--- src/rtl/ppc_pkg.sv ---
package ppc_pkg;

    typedef enum logic [2:0] {
        S_IDLE,
        S_RECONFIG,
        S_RUN,
        S_DRAIN,
        S_NEXT
    } ppc_state_e;

endpackage

--- src/rtl/ppc_addr_ctr.sv ---
module ppc_addr_ctr #(
    parameter int DEPTH  = 262144,
    parameter int ADDR_W = $clog2(DEPTH)
) (
    input  logic              clk,
    input  logic              rst_n,
    input  logic              clr,
    input  logic              step,
    output logic [ADDR_W-1:0] addr,
    output logic              last
);

    localparam logic [ADDR_W-1:0] TOP = ADDR_W'(DEPTH - 1);

    logic [ADDR_W-1:0] addr_d, addr_q;

    always_comb begin
        addr_d = addr_q;
        if (clr) begin
            addr_d = '0;
        end else if (step) begin
            addr_d = (addr_q == TOP) ? '0 : addr_q + 1'b1;
        end
    end

    always_ff @(posedge clk or negedge rst_n) begin
        if (!rst_n) addr_q <= '0;
        else        addr_q <= addr_d;
    end

    assign addr = addr_q;
    assign last = (addr_q == TOP);

    AST_ADDR_IN_RANGE: assert property (@(posedge clk) disable iff (!rst_n)
        addr_q <= TOP);

endmodule

--- src/rtl/ppc_pass_ctr.sv ---
module ppc_pass_ctr #(
    parameter int PASS_W = 4
) (
    input  logic              clk,
    input  logic              rst_n,
    input  logic              load,
    input  logic [PASS_W-1:0] load_val,
    input  logic              adv,
    output logic [PASS_W-1:0] idx,
    output logic              final_pass
);

    typedef struct packed {
        logic [PASS_W-1:0] idx;
        logic [PASS_W-1:0] target;
    } pass_t;

    pass_t pc_d, pc_q;

    always_comb begin
        pc_d = pc_q;
        if (load) begin
            pc_d.idx    = PASS_W'(1);
            pc_d.target = load_val;
        end else if (adv) begin
            pc_d.idx = pc_q.idx + 1'b1;
        end
    end

    always_ff @(posedge clk or negedge rst_n) begin
        if (!rst_n) pc_q <= '0;
        else        pc_q <= pc_d;
    end

    assign idx        = pc_q.idx;
    assign final_pass = (pc_q.idx == pc_q.target);

    AST_PASS_WITHIN: assert property (@(posedge clk) disable iff (!rst_n)
        adv |-> (pc_q.idx < pc_q.target));

endmodule

--- src/rtl/pingpong_pass_ctrl.sv ---
module pingpong_pass_ctrl
    import ppc_pkg::*;
#(
    parameter int DEPTH    = 262144,
    parameter int PIPE_LAT = 4,
    parameter int PASS_W   = 4,
    localparam int ADDR_W  = $clog2(DEPTH)
) (
    input  logic              clk,
    input  logic              rst_n,
    input  logic              start,
    input  logic [PASS_W-1:0] num_passes,
    output logic              cfg_req,
    input  logic              cfg_ack,
    output logic              rd_en,
    output logic [ADDR_W-1:0] rd_addr,
    output logic              wr_en,
    output logic [ADDR_W-1:0] wr_addr,
    output logic              buf_sel,
    output logic              busy,
    output logic [PASS_W-1:0] pass_num,
    output logic              done,
    output logic              done_buf
);

    typedef struct packed {
        ppc_state_e          state;
        logic                buf_sel;
        logic                done;
        logic                done_buf;
        logic [PIPE_LAT-1:0] lat;
    } ctl_t;

    ctl_t r_d, r_q;

    logic                rd_last, wr_last, final_pass;
    logic                pass_load, pass_adv, addr_clr;
    logic [PIPE_LAT-1:0] lat_shift;

    assign rd_en    = (r_q.state == S_RUN);
    assign wr_en    = r_q.lat[PIPE_LAT-1];
    assign addr_clr = (r_q.state == S_RECONFIG);

    generate
        if (PIPE_LAT == 1) begin : g_lat_one
            assign lat_shift = rd_en;
        end else begin : g_lat_many
            assign lat_shift = {r_q.lat[PIPE_LAT-2:0], rd_en};
        end
    endgenerate

    ppc_addr_ctr #(.DEPTH(DEPTH), .ADDR_W(ADDR_W)) u_rd_ctr (
        .clk(clk), .rst_n(rst_n), .clr(addr_clr), .step(rd_en),
        .addr(rd_addr), .last(rd_last)
    );

    ppc_addr_ctr #(.DEPTH(DEPTH), .ADDR_W(ADDR_W)) u_wr_ctr (
        .clk(clk), .rst_n(rst_n), .clr(addr_clr), .step(wr_en),
        .addr(wr_addr), .last(wr_last)
    );

    ppc_pass_ctr #(.PASS_W(PASS_W)) u_pass_ctr (
        .clk(clk), .rst_n(rst_n), .load(pass_load), .load_val(num_passes),
        .adv(pass_adv), .idx(pass_num), .final_pass(final_pass)
    );

    always_comb begin
        r_d       = r_q;
        r_d.done  = 1'b0;
        r_d.lat   = lat_shift;
        pass_load = 1'b0;
        pass_adv  = 1'b0;
        unique case (r_q.state)
            S_IDLE: begin
                if (start && (num_passes != '0)) begin
                    r_d.state   = S_RECONFIG;
                    r_d.buf_sel = 1'b0;
                    pass_load   = 1'b1;
                end
            end
            S_RECONFIG: begin
                if (cfg_ack) r_d.state = S_RUN;
            end
            S_RUN: begin
                if (rd_last) r_d.state = S_DRAIN;
            end
            S_DRAIN: begin
                if (wr_en && wr_last) r_d.state = S_NEXT;
            end
            S_NEXT: begin
                r_d.buf_sel = ~r_q.buf_sel;
                if (final_pass) begin
                    r_d.state    = S_IDLE;
                    r_d.done     = 1'b1;
                    r_d.done_buf = ~r_q.buf_sel;
                end else begin
                    r_d.state = S_RECONFIG;
                    pass_adv  = 1'b1;
                end
            end
            default: r_d.state = S_IDLE;
        endcase
    end

    always_ff @(posedge clk or negedge rst_n) begin
        if (!rst_n) begin
            r_q       <= '0;
            r_q.state <= S_IDLE;
        end else begin
            r_q <= r_d;
        end
    end

    assign cfg_req  = (r_q.state == S_RECONFIG);
    assign busy     = (r_q.state != S_IDLE);
    assign buf_sel  = r_q.buf_sel;
    assign done     = r_q.done;
    assign done_buf = r_q.done_buf;

    AST_REQ_HELD: assert property (@(posedge clk) disable iff (!rst_n)
        (cfg_req && !cfg_ack) |=> cfg_req);
    AST_NO_READ_IN_CFG: assert property (@(posedge clk) disable iff (!rst_n)
        cfg_req |-> !rd_en);
    AST_RD_STEP: assert property (@(posedge clk) disable iff (!rst_n)
        (rd_en && $past(rd_en)) |-> (rd_addr == ADDR_W'($past(rd_addr) + 1'b1)));
    AST_WR_BEHIND: assert property (@(posedge clk) disable iff (!rst_n)
        (rd_en && wr_en) |-> (wr_addr < rd_addr));
    AST_SEL_STABLE: assert property (@(posedge clk) disable iff (!rst_n)
        (r_q.state == S_RUN || r_q.state == S_DRAIN) |=> $stable(buf_sel));
    AST_DONE_PULSE: assert property (@(posedge clk) disable iff (!rst_n)
        done |=> !done);
    AST_DONE_IDLE: assert property (@(posedge clk) disable iff (!rst_n)
        done |-> !busy);
    AST_CFG_AFTER_DRAIN: assert property (@(posedge clk) disable iff (!rst_n)
        $rose(cfg_req) |-> !wr_en);

endmodule

--- config.mk ---
export PLATFORM = sky130hd
export DESIGN_NAME = pingpong_pass_ctrl
export DESIGN_NICKNAME = d
export VERILOG_FILES = /design/src/rtl/ppc_pkg.sv /design/src/rtl/ppc_addr_ctr.sv /design/src/rtl/ppc_pass_ctr.sv /design/src/rtl/pingpong_pass_ctrl.sv
export SDC_FILE = /design/constraint.sdc
export NUM_CORES = 1
export LEC_CHECK = 0
export ABC_AREA = 1
export CORE_ASPECT_RATIO = 0.75
export CORE_MARGIN = 3
export CORE_UTILIZATION = 25
export CTS_CLUSTER_DIAMETER = 150
export DETAILED_ROUTE_END_ITERATION = 12
export PLACE_DENSITY_LB_ADDON = 0.1
export SLEW_MARGIN = 10
export SYNTH_ARGS = -nofsm -noshare
export SYNTH_HDL_FRONTEND = slang
export SYNTH_SLANG_ARGS = --single-unit
--- constraint.sdc ---
create_clock -name clk -period 1.3 [get_ports clk]
set_input_delay 0.325 -clock clk [delete_from_list [all_inputs] [get_ports clk]]
set_output_delay 0.325 -clock clk [all_outputs]
set_load 0.1 [all_outputs]
# Word level (Yosys, flattened, before mapping)
# Index checks and enable logic that the tools add are counted.
# word_totals
regBits	54
latch_bits	0
ramBits	0
mem_bits_ro	0
in_bits	8
wordCells	57
mem_count	0
# classes
n_addsub	3
mul	0
n_div	0
magnitude_cmp	0
n_eq_ne	11
shift	0
n_mux	21
bitwise	1
n_reduce_logical	12
# op_table
op	n
$mux 18	6
$add 18x1->18 const B	2
$eq 18x18->1 const B	2
$pmux 3 s5	1
$mux 4	3
$mux 3	3
$reduce_bool 2->1	4
$eq 3x2->1 const B	2
$mux 1	5
$add 4x1->4 const B	1
$eq 4x4->1	1
$mux 2	2
$ne 2x1->1 const B	2
$ne 2x2->1 const B	2
$reduce_and 2->1	2
$reduce_and 4->1	1
$reduce_bool 4->1	1
$eq 3x1->1 const B	1
$eq 3x3->1 const B	1
$logic_not 3->1	1
$reduce_bool 3->1	1
$logic_and 1x1->1	2
$pmux 1 s2	1
$not 1->1	1

# Depth between registers and ports, before layout
# logic_depth
depth_word	5
mapped_depth	10
depth_no_buf	10

# By module
# A second synthesis with hierarchy kept.
# hier_totals
cells_unflattened	448
area_unflattened_um2	3314.4
# modules_own_cells
module	n_inst	cells_per_inst	area_each_um2
ppc_addr_ctr	2	167	1199.9
pingpong_pass_ctrl	1	61	491.7
ppc_pass_ctr	1	53	422.9

# Worst setup path before layout
# Ideal clock, no wire load.
# synth_path
path_type	reg2reg
start	reg u_rd_ctr.addr_q[0], in the netlist u_rd_ctr.addr[0]
end	reg u_rd_ctr.addr_q[3], in the netlist u_rd_ctr.addr[3]
setup_ps	130
t_arrival_ps	2063
required_ps	1170
slack_ps	-893
stages_incl_launch_ff	9
n_path_buf	0
period_less_slack_ps	2193
path_cell_list	dfrtp_1 > ha_1 > nand3_2 > nor2_4 > nand3_2 > nand2_4 > inv_1 > nand3_1 > o21ai_0
# synth_between
elab_chain_cells	4
elab_cells_between_ends	5
classes_between	add/sub: 1; eq/ne: 1; mux: 3
# synth_lines
item	line	rtl
start, declared	ppc_addr_ctr.sv:15	logic [ADDR_W-1:0] addr_d, addr_q;
start signal, assigned	ppc_addr_ctr.sv:28	else addr_q <= addr_d;
$add 18x1->18 or $eq 18x18->1 (tied branches)	ppc_addr_ctr.sv:22	addr_d = (addr_q == TOP) ? '0 : addr_q + 1'b1;
$mux 18 (*)	ppc_addr_ctr.sv:22	
$mux 18 (*)	ppc_addr_ctr.sv:21	end else if (step) begin
$mux 18 (*)	ppc_addr_ctr.sv:19	if (clr) begin
# Every way passes the cells marked *; elsewhere a longest branch is shown, timed or not. The select of a mux whose other input is x is not followed.
# A chain may end at the register's enable or synchronous reset.

# Worst setup path in the final report
# layout_path
start	reg r_q[7] (netlist bit)
end	out rd_en
# layout_between
elab_chain_cells	1
# layout_lines
item	line	rtl
start, declared	pingpong_pass_ctrl.sv:34	ctl_t r_d, r_q;
start signal, assigned	pingpong_pass_ctrl.sv:110	r_q <= r_d;
$eq 3x2->1	pingpong_pass_ctrl.sv:40	assign rd_en = (r_q.state == S_RUN);
end, declared	pingpong_pass_ctrl.sv:15	output logic rd_en,
# Every way passes these cells.

==> out/qor.txt <==
# Max-Cap Violations: 0
Crit path required time: 980 ps
Share of cells above drive strength 1: 57.6%
Pwr dens: 1620 nW/um^2
Status: finished with violations
Cell area after synthesis: 2990 um^2
Site row count: 33
Vias in the first global route: 3221
Final hold violation count: 0
Clock Skews: 3.22 ps
Worst Tran Pin Value: 334 ps
Most frequent cell after synthesis: nand2_1
Data arrival, critical path: 1220 ps
Main synth FF type: dfrtp_1
Crit-path slowest cell: dfrtp_2
Initial antenna violation count: 0
Largest stage delay on the critical path: 450 ps
GRT overflow: 0
Max FO, Critical Path: 4
Mean Syn Cell Area: 7.62 um^2
Setup TNS: -8830 ps
DR pass1 iterations: 4
Worst rel slew slack: 77.5%
Gr usage total: 14.8%
CTS max path bufs: 2
1st-iter DRT viols: 120
Final Max Tran Viols: 0
Overall power: 10.1 mW
CP Cell Sequence: inv_2 > nand2_4 > nor2_4 > buf_12
CP endpoint kind: primary output
Final setup fails: 87
Yosys top cell by area: dfrtp_1
Drc violations: 0
Main area contributors after synthesis: dfrtp_1 45%, nand2_1 13%, inv_1 6.4%
Critical setup path kind: reg2out
Largest net degree at the start of global routing: 55
Die width: 132 um
Die Ht: 101 um
Clock Tree Root: clkbuf_16
Seq/Total Area, Yosys: 45.2%
GPL Wtd Cong: 0.830
Number of synthesized flops with an enable pin: 0
Minimum clock period: 1550 ps
Antenna diode count: 0
Clock sink count: 54
Startpoint types: register
Dpl hpwl: 6.65 mm
Syn nets: 403
CTS H-tree lvls: 2
Global-route wire length before repair: 16.0 mm
Syn-to-layout area delta: 108%
DIE AREA: 13300 um^2
Cells after synthesis: 392
# IOs: 55
Peak Freq: 0.645 GHz
Most frequent cells after synthesis: 107 x nand2_1, 54 x dfrtp_1, 51 x inv_1
Final worst slack: -250 ps
Fraction of registers with async set/reset: 100%
RSZ-0062 raised after global routing: yes
Initial Util: 26.5%
Core area: 11300 um^2
CTS tree: yes
Max VDD drop: 1.63 mV
Yosys Warn Count: 0
Worst hold-check path type: in2async
Avg WL per Cell: 13.0 um
CTS Buf Count: 5
Clk slew on worst S/H paths: 70 ps
Place WS: -309 ps
Final ANT Viol Nets: 0
Buf/Inv on CP: 2
Synth unique cells: 29
Failing checks: setup timing
WL final: 9.70 mm
PortBufs: 54
Nets@finish: 599
Leakage: 2.80 nW
Flop and latch count out of synthesis: 54
DR vias/cell: 4.42
Total number of vias: 3295
Final Cycle Share: 119%
Yosys top cell area share: 45.2%
Top delay family on crit path: flip-flops
Skew-Pair Late Insertion Delay: 290 ps
## layer usage
layer	up-vias	global-route usage (%)	part of all wire, %
li1	1642	-	-
met1	1587	21.0	48
met2	59	23.0	47
met3	7	3.39	3.9
met4	0	3.51	0.80
met5	-	0	0
## through the flow
| stage | utilization, % | hold slack (ps) | cells | instance area, um^2 |
|---|---|---|---|---|
| 6_report | 55.1 | 20.4 | 746 | 6210 |
| 5_1_grt | 55.1 | 36.9 | 746 | 6210 |
| 4_1_cts | 52.9 | 28.8 | 733 | 5960 |
| 3_5_place_dp | 44.3 | 336 | 685 | 5000 |
| 3_3_place_gp | 44.3 | 333 | 685 | 5000 |
| 2_1_floorplan | - | 29.4 | 392 | 3160 |
## what timing repair did
action / CTS / global route
pin swaps: 34 / 26
gates cloned: 2 / 0
setup endpoints to repair: 90 / 91
hold buffers: 0 / 0
gates resized for setup: 123 / 48
buffers inserted: 40 / 19
## layout make-up
class,count,area [um^2]
Timing Repair Buffer,196,2310
Clock buffer,7,153
Multi-Input combinational cell,276,1870
Inverter,55,239
Tap cell,157,196
Fill cell,980,5060
Sequential cell,54,1440
Clock inverter,1,8.76
## flip-flops by register name, indices dropped and copies added, names as in the netlist
register,cells
done,1
u_pass_ctr.idx,4
wr_en,1
buf_sel,1
done_buf,1
u_rd_ctr.addr,18
lat_shift,3
u_wr_ctr.addr,18
r_q,3
u_pass_ctr.pc_q,4
## where the power goes
group | switching (mW) | internal (mW) | leakage, nW
clock | 0.604 | 0.824 | 0.0801
combinational | 3.75 | 2.54 | 2.05
sequential | 0.323 | 2.03 | 0.670
## cells by family (layout without fill, tap and decap cells)
family,after synthesis,in the layout,synth area share [%]
buffers and inverters,63,259,8.88
AO/OA/AOI/OAI,45,46,8.25
XOR/XNOR,18,18,5.28
AND/OR/NAND/NOR,209,209,31.1
adder cells (fa/ha/maj),3,3,1.26
flip-flops,54,54,45.2
## final timing paths
path	startpoint	end	slack (ps)	depth (start not counted)
worst min register to register	lat_shift[1]	lat_shift[2]	350	0
worst max-delay path	r_q[7]	rd_en	-250	4
worst max register to register	u_wr_ctr.addr[0]	u_wr_ctr.addr[3]	-210	8
worst min-delay path	rst_n	u_wr_ctr.addr[6]	20	2
max in group asynchronous	rst_n	u_wr_ctr.addr[11]	1010	2
min in group clk	lat_shift[1]	lat_shift[2]	350	0
## cell usage in the layout, fill, tap and decap left out, types with 5 or more instances in the layout
cell type / instances
dfrtp_2: 22
clkdlybuf4s50_1: 6
inv_2: 8
nand3_4: 8
dfrtp_4: 15
clkbuf_16: 5
dfrtp_1: 17
nor2_1: 28
nand2_1: 89
xor2_1: 13
buf_4: 86
buf_6: 53
nand4_1: 9
o21ai_2: 11
nand2_4: 12
nand3_1: 11
nor3_1: 7
nand2_2: 11
nor2_4: 12
inv_1: 41
o21ai_1: 12
a21oi_1: 8
buf_12: 50
nand3_2: 10
Power figures use the tool's default switching activity.
